File: config.mk
export PLATFORM = sky130hd
export DESIGN_NAME = rdma_port
export DESIGN_NICKNAME = d
export VERILOG_FILES = /design/src/rtl/rdma_pkg.sv /design/src/rtl/rdma_width_sel.sv /design/src/rtl/rdma_win_chk.sv /design/src/rtl/rdma_ptr_ctr.sv /design/src/rtl/rdma_rd_ret.sv /design/src/rtl/rdma_port.sv
export SDC_FILE = /design/constraint.sdc
export NUM_CORES = 1
export LEC_CHECK = 0
export BUFFER_PORTS_ARGS = -buffer_cell sky130_fd_sc_hd__buf_4
export CORE_ASPECT_RATIO = 0.75
export CORE_MARGIN = 2
export CORE_UTILIZATION = 50
export CTS_CLUSTER_DIAMETER = 50
export CTS_CLUSTER_SIZE = 20
export DETAILED_ROUTE_END_ITERATION = 6
export HOLD_SLACK_MARGIN = 0.08
export PLACE_DENSITY = 0.94
export SETUP_SLACK_MARGIN = 0.4
export SYNTH_ARGS = -nofsm -noshare
export SYNTH_HDL_FRONTEND = slang
export SYNTH_HIERARCHICAL = 1
export SYNTH_SLANG_ARGS = --single-unit
File: constraint.sdc
create_clock -name clk_i -period 4.65 [get_ports clk_i]
set_input_delay 0.2325 -clock clk_i [delete_from_list [all_inputs] [get_ports clk_i]]
set_output_delay 0.2325 -clock clk_i [all_outputs]
set_load 0.03 [all_outputs]
File: src/rtl/rdma_pkg.sv
package rdma_pkg;
  typedef enum logic [1:0] {
    XW_BYTE = 2'd0,
    XW_HALF = 2'd1,
    XW_WORD = 2'd2
  } xfer_w_e;
endpackage

File: src/rtl/rdma_width_sel.sv
module rdma_width_sel
  import rdma_pkg::*;
#(
  parameter int AW = 16
) (
  input  logic          wide_i,
  input  logic          quad_i,
  input  logic [AW-1:0] addr_i,
  output xfer_w_e       xw_o,
  output logic [2:0]    nbytes_o,
  output logic [AW-1:0] base_o,
  output logic [3:0]    be_o
);
  always_comb begin
    if (quad_i)      xw_o = XW_WORD;
    else if (wide_i) xw_o = XW_HALF;
    else             xw_o = XW_BYTE;
    unique case (xw_o)
      XW_WORD: begin nbytes_o = 3'd4; be_o = 4'b1111; end
      XW_HALF: begin nbytes_o = 3'd2; be_o = 4'b0011; end
      default: begin nbytes_o = 3'd1; be_o = 4'b0001; end
    endcase
    base_o = (xw_o == XW_BYTE) ? addr_i : {addr_i[AW-1:1], 1'b0};
  end
endmodule

File: src/rtl/rdma_win_chk.sv
module rdma_win_chk #(
  parameter int AW          = 16,
  parameter int STATION_TOP = 32,
  parameter int PMEM_LO     = 16384,
  parameter int MEM_TOP     = 49152
) (
  input  logic [AW-1:0] base_i,
  input  logic [2:0]    nbytes_i,
  output logic          ok_o
);
  localparam int EW = AW + 1;
  logic [EW-1:0] end_w;
  assign end_w = {1'b0, base_i} + EW'(nbytes_i);
  assign ok_o = (EW'(base_i) < EW'(STATION_TOP)) ||
                ((EW'(base_i) >= EW'(PMEM_LO)) && (end_w <= EW'(MEM_TOP)));
endmodule

File: src/rtl/rdma_ptr_ctr.sv
module rdma_ptr_ctr #(
  parameter int AW = 16,
  parameter int CW = 16
) (
  input  logic          clk_i,
  input  logic          rst_ni,
  input  logic          ld_addr_we_i,
  input  logic [AW-1:0] ld_addr_i,
  input  logic          ld_cnt_we_i,
  input  logic [CW-1:0] ld_cnt_i,
  input  logic          step_i,
  input  logic [2:0]    nbytes_i,
  input  logic [AW-1:0] start_i,
  input  logic [AW-1:0] stop_i,
  output logic [AW-1:0] addr_o,
  output logic [CW-1:0] cnt_o,
  output logic          done_o
);
  logic [AW:0]   sum;
  logic          last;
  assign sum  = {1'b0, addr_o} + (AW+1)'(nbytes_i);
  assign last = cnt_o <= CW'(nbytes_i);

  always_ff @(posedge clk_i or negedge rst_ni) begin
    if (!rst_ni) begin
      addr_o <= '0;
      cnt_o  <= '0;
      done_o <= 1'b0;
    end else begin
      done_o <= 1'b0;
      if (ld_addr_we_i || ld_cnt_we_i) begin
        if (ld_addr_we_i) addr_o <= ld_addr_i;
        if (ld_cnt_we_i)  cnt_o  <= ld_cnt_i;
      end else if (step_i) begin
        addr_o <= (sum == {1'b0, stop_i}) ? start_i : sum[AW-1:0];
        cnt_o  <= last ? '0 : cnt_o - CW'(nbytes_i);
        done_o <= last;
      end
    end
  end
endmodule

File: src/rtl/rdma_rd_ret.sv
module rdma_rd_ret
  import rdma_pkg::*;
(
  input  logic        clk_i,
  input  logic        rst_ni,
  input  logic        issue_i,
  input  xfer_w_e     xw_i,
  input  logic        ok_i,
  input  logic [31:0] ram_rdata_i,
  output logic        ready_o,
  output logic [31:0] data_o
);
  xfer_w_e     xw_q;
  logic        ok_q;
  logic [31:0] mask;

  always_ff @(posedge clk_i or negedge rst_ni) begin
    if (!rst_ni) begin
      ready_o <= 1'b0;
      xw_q    <= XW_BYTE;
      ok_q    <= 1'b0;
    end else begin
      ready_o <= issue_i;
      if (issue_i) begin
        xw_q <= xw_i;
        ok_q <= ok_i;
      end
    end
  end

  always_comb begin
    unique case (xw_q)
      XW_WORD: mask = 32'hFFFF_FFFF;
      XW_HALF: mask = 32'h0000_FFFF;
      default: mask = 32'h0000_00FF;
    endcase
    data_o = ok_q ? (ram_rdata_i & mask) : mask;
  end
endmodule

File: src/rtl/rdma_port.sv
module rdma_port
  import rdma_pkg::*;
#(
  parameter int AW          = 16,
  parameter int CW          = 16,
  parameter int STATION_TOP = 32,
  parameter int PMEM_LO     = 16384,
  parameter int MEM_TOP     = 49152
) (
  input  logic          clk_i,
  input  logic          rst_ni,
  input  logic          cfg_wide_i,
  input  logic [AW-1:0] ring_start_i,
  input  logic [AW-1:0] ring_stop_i,
  input  logic          ld_addr_we_i,
  input  logic [AW-1:0] ld_addr_i,
  input  logic          ld_cnt_we_i,
  input  logic [CW-1:0] ld_cnt_i,
  input  logic          acc_valid_i,
  input  logic          acc_write_i,
  input  logic          acc_quad_i,
  input  logic [31:0]   acc_wdata_i,
  output logic          rd_ready_o,
  output logic [31:0]   rd_data_o,
  output logic          dma_done_o,
  output logic [AW-1:0] cur_addr_o,
  output logic [CW-1:0] cur_cnt_o,
  output logic          ram_en_o,
  output logic          ram_we_o,
  output logic [AW-1:0] ram_addr_o,
  output logic [3:0]    ram_be_o,
  output logic [31:0]   ram_wdata_o,
  input  logic [31:0]   ram_rdata_i
);
  xfer_w_e       xw;
  logic [2:0]    nbytes;
  logic [AW-1:0] base;
  logic          win_ok;
  logic          acc_go;

  rdma_width_sel #(.AW(AW)) u_wsel (
    .wide_i(cfg_wide_i), .quad_i(acc_quad_i), .addr_i(cur_addr_o),
    .xw_o(xw), .nbytes_o(nbytes), .base_o(base), .be_o(ram_be_o)
  );

  rdma_win_chk #(.AW(AW), .STATION_TOP(STATION_TOP), .PMEM_LO(PMEM_LO),
                 .MEM_TOP(MEM_TOP)) u_win (
    .base_i(base), .nbytes_i(nbytes), .ok_o(win_ok)
  );

  // loads win over the data port; writes need a live count
  assign acc_go = acc_valid_i && !(ld_addr_we_i || ld_cnt_we_i) &&
                  !(acc_write_i && (cur_cnt_o == '0));

  assign ram_en_o    = acc_go && win_ok;
  assign ram_we_o    = acc_write_i;
  assign ram_addr_o  = base;
  assign ram_wdata_o = acc_wdata_i;

  rdma_ptr_ctr #(.AW(AW), .CW(CW)) u_ptr (
    .clk_i, .rst_ni,
    .ld_addr_we_i, .ld_addr_i, .ld_cnt_we_i, .ld_cnt_i,
    .step_i(acc_go), .nbytes_i(nbytes),
    .start_i(ring_start_i), .stop_i(ring_stop_i),
    .addr_o(cur_addr_o), .cnt_o(cur_cnt_o), .done_o(dma_done_o)
  );

  rdma_rd_ret u_ret (
    .clk_i, .rst_ni,
    .issue_i(acc_go && !acc_write_i), .xw_i(xw), .ok_i(win_ok),
    .ram_rdata_i, .ready_o(rd_ready_o), .data_o(rd_data_o)
  );
endmodule

==> impl_metrics.env <==
export IMPL_avgSynthCellArea_um2=8.118
export IMPL_grt_util_all_layers=0.3177
export IMPL_crit_path_start="acc_quad_i"
export IMPL_finalSetupViolCount=0
export IMPL_wl_um=17150
export IMPL_worstHoldPathType="in -> reg"
export IMPL_clk_pin_slew_ps=60
export IMPL_die_height_um=88.33
export IMPL_cp_slowest_stage_delay_ps=520
export IMPL_top_layer="met4"
export IMPL_min_to="u_ptr/cnt_o[9]"
export IMPL_wl_met3_um=2406
export IMPL_async_reset_ff_frac=1.000
export IMPL_io_pins=256
export IMPL_cts_setup_buffers=0
export IMPL_syn_to_final_growth_pct=24.02
export IMPL_diodes=0
export IMPL_clockBufferDepth=2
export IMPL_fin_cells=829
export IMPL_dp_hpwl_um=12980
export IMPL_cap_violations=0
export IMPL_fp_dieArea_mm2=0.01028
export IMPL_synthCells=584
export IMPL_synth_cell_area_mm2=0.004741
export IMPL_ir_worst_vdd_mv=0.1837
export IMPL_reg2reg_setup_slack_ps=720
export IMPL_cts_buffers=5
export IMPL_avgRoutedWirePerCell_um=20.69
export IMPL_reg2reg_from="u_ptr/addr_o[1]"
export IMPL_status="finished, final reports clean"
export IMPL_p_leak_nw=2.742
export IMPL_finalNetCount=850
export IMPL_numClockSinks=37
export IMPL_cpLargestDelayFamily="simple AND/OR/NAND/NOR gates"
export IMPL_htree_levels=2
export IMPL_antenna_left=0
export IMPL_clk_latency_ps=280
export IMPL_max_freq_ghz=0.2521
export IMPL_grt_first_pass_wirelength_um=25560
export IMPL_required_ps=4850
export IMPL_hp_start="ld_cnt_i[9]"
export IMPL_initial_utilization=0.5198
export IMPL_path_buf_inv=2
export IMPL_fp_coreArea_mm2=0.009121
export IMPL_cp_cell_sequence="buf_4, nor2b_1, inv_1, fa_1, nand2b_1, a21boi_0, xor3_1, a2111oi_4, and3_1, and4bb_1, mux2_2, o21ai_0"
export IMPL_vias=5289
export IMPL_rows=30
export IMPL_numPortBuffers=190
export IMPL_synth_area_leaders="dfrtp_1, buf_4, mux2i_1"
export IMPL_drcViolationCount=0
export IMPL_dr_wl_met2_um=7755
export IMPL_first_iter_violations=619
export IMPL_cts_tree="done"
export IMPL_globalplace_congestion=0.9695
export IMPL_seqCellArea_um2=925.9
export IMPL_cp_start_kind="primary input"
export IMPL_period_needed_ps=3966
export IMPL_ys_seq_elements=37
export IMPL_ys_types=92
export IMPL_path_class="in -> reg"
export IMPL_power_density_mw_per_mm2=335.5
export IMPL_maxSlewHeadroom=0.3276
export IMPL_timing_final_crit_share=0.8530
export IMPL_syn_num_nets=734
export IMPL_worstRegToRegCells=10
export IMPL_grt_max_degree=38
export IMPL_tightest_slew_ps=1006
export IMPL_ys_warn_count=6
export IMPL_hold_depth=3
export IMPL_cp_data_arrival_time_ps=4160
export IMPL_final_setup_tns_ps=0
export IMPL_synth_top_flop_cell="dfrtp_1"
export IMPL_dp_cells=820
export IMPL_grt_overflow=0
export IMPL_critPathSlowestCell="a21boi_0"
export IMPL_avgViaCountPerCell=6.380
export IMPL_rsz0062_at_grt="no"
export IMPL_synth_top_cell_by_area="dfrtp_1"
export IMPL_drive_above_1_share=0.3438
export IMPL_synthTopCellsByCount="buf_4, nor2_1, o21ai_0"
export IMPL_synth_most_common_cell="buf_4"
export IMPL_grt_pass1_vias=4959
export IMPL_multiInputGateArea_mm2=0.003082
export IMPL_fillers=766
export IMPL_finalClockSkew_ps=4.714
export IMPL_drv_slew=0
export IMPL_r2r_end="u_ptr/addr_o[8]"
export IMPL_wl_met1_um=6667
export IMPL_cp_max_fo=10
export IMPL_clock_root_buffer="clkbuf_16"
export IMPL_end_kind="register"
export IMPL_synth_edff_count=0
export IMPL_hold_violations=0
export IMPL_first_pass_iters=6
export IMPL_yosysSeqAreaShare=0.1953
export IMPL_antenna_found_initial=0
export IMPL_synth_top_area_share=0.1953
export IMPL_die_w_um=116.4
==> kinds of logic (layout without fill, tap and decap cells) <==
kind of cell               Yosys count  count (layout)  share of synthesized area
AOI/OAI and AO/OA                  171             171                     0.2473
xor gates and xnor gates            27              27                    0.05305
adders and majority gates           14              14                    0.04170
buffers and inverters              111             228                     0.1557
DFF                                 37              37                     0.1953
muxes                               26              26                    0.05595
other                                1               1                  0.0007910
and+or+nand+nor                    197             197                     0.2502
==> flip-flops by register name, summed over array words and instances (netlist names) <==
signal and flops:
u_ptr/addr_o 16, u_ret/ok_q 1, u_ret/xw_q 2, u_ptr/done_o 1
u_ptr/cnt_o 16, u_ret/ready_o 1
==> metal layers <==
metal  global-route usage  up-vias
met5                    0        -
met4              0.07576        0
met3              0.06918       40
met2               0.5111      461
met1               0.4388     2463
li1                     -     2325
==> per-stage QoR <==
step / worst slack (ps) / power [mW] / hold WS (ps) / util / area, um^2
after floorplan: 1096 / 1.280 / -63.09 / - / 4741
after global placement: 654.1 / 1.583 / 231.1 / 0.6267 / 5717
after detailed placement: 476.1 / 1.607 / 240.9 / 0.6267 / 5717
after CTS: 748.2 / 1.954 / 180.1 / 0.6440 / 5874
after global routing: 513.3 / 2.061 / 198.4 / 0.6446 / 5879
final: 683.6 / 1.973 / 179.3 / 0.6446 / 5879
==> cell type report <==
type / count / area share
multi-input combinational: 436 / 0.5242
timing repair buffer: 196 / 0.2507
sequential: 37 / 0.1575
tap: 128 / 0.02724
clock buffer: 5 / 0.02128
inverter: 24 / 0.01532
clock inverter: 3 / 0.003831
==> worst max path at each step <==
stage / to / depth (start not counted) / slack, ps
after floorplan: ram_en_o / 10 / 1100
after global routing: u_ptr/addr_o[8] / 12 / 510
after detailed placement: u_ptr/addr_o[8] / 12 / 480
after global placement: u_ptr/addr_o[8] / 12 / 650
final: u_ptr/addr_o[8] / 12 / 680
after CTS: u_ptr/addr_o[8] / 12 / 750
==> repair_timing <==
item / CTS / global route
hold endpoints to repair: 37 / 0
hold buffers: 1 / 0
resized for setup: 0 / 1
endpoints found under the setup margin: 0 / 1
==> worst min-delay path: stages <==
cell and delay, ps:
buf_4 70, nand2_1 50, nand2_1 70
==> placed cells by master, fill, tap and decap left out, types with 5 or more instances in the layout <==
cell type / instances
o2bb2ai_1: 6
clkbuf_16: 5
or2b_1: 7
and3_1: 8
xnor2_1: 17
nor3b_1: 5
inv_1: 24
mux2i_1: 22
xor2_1: 9
o32ai_1: 6
o2111ai_1: 5
nand3_1: 12
nor3_1: 13
buf_4: 195
a31oi_1: 7
nand2b_1: 5
nor2_1: 42
a21oi_1: 41
nor4_1: 10
a21o_1: 18
o22ai_1: 7
nor2b_1: 7
nand4_1: 8
ha_1: 11
o21ai_0: 42
nand2_1: 35
dfrtp_1: 37
==> where the power goes <==
part           leakage [nW]  switching [mW]  total, mW  internal [mW]
combinational          2.24           0.675       1.12          0.450
clock                0.0738           0.148      0.348          0.200
sequential            0.431           0.138      0.500          0.362
total                  2.74           0.961       1.97           1.01
No activity file was read; power rests on OpenSTA's default activity.
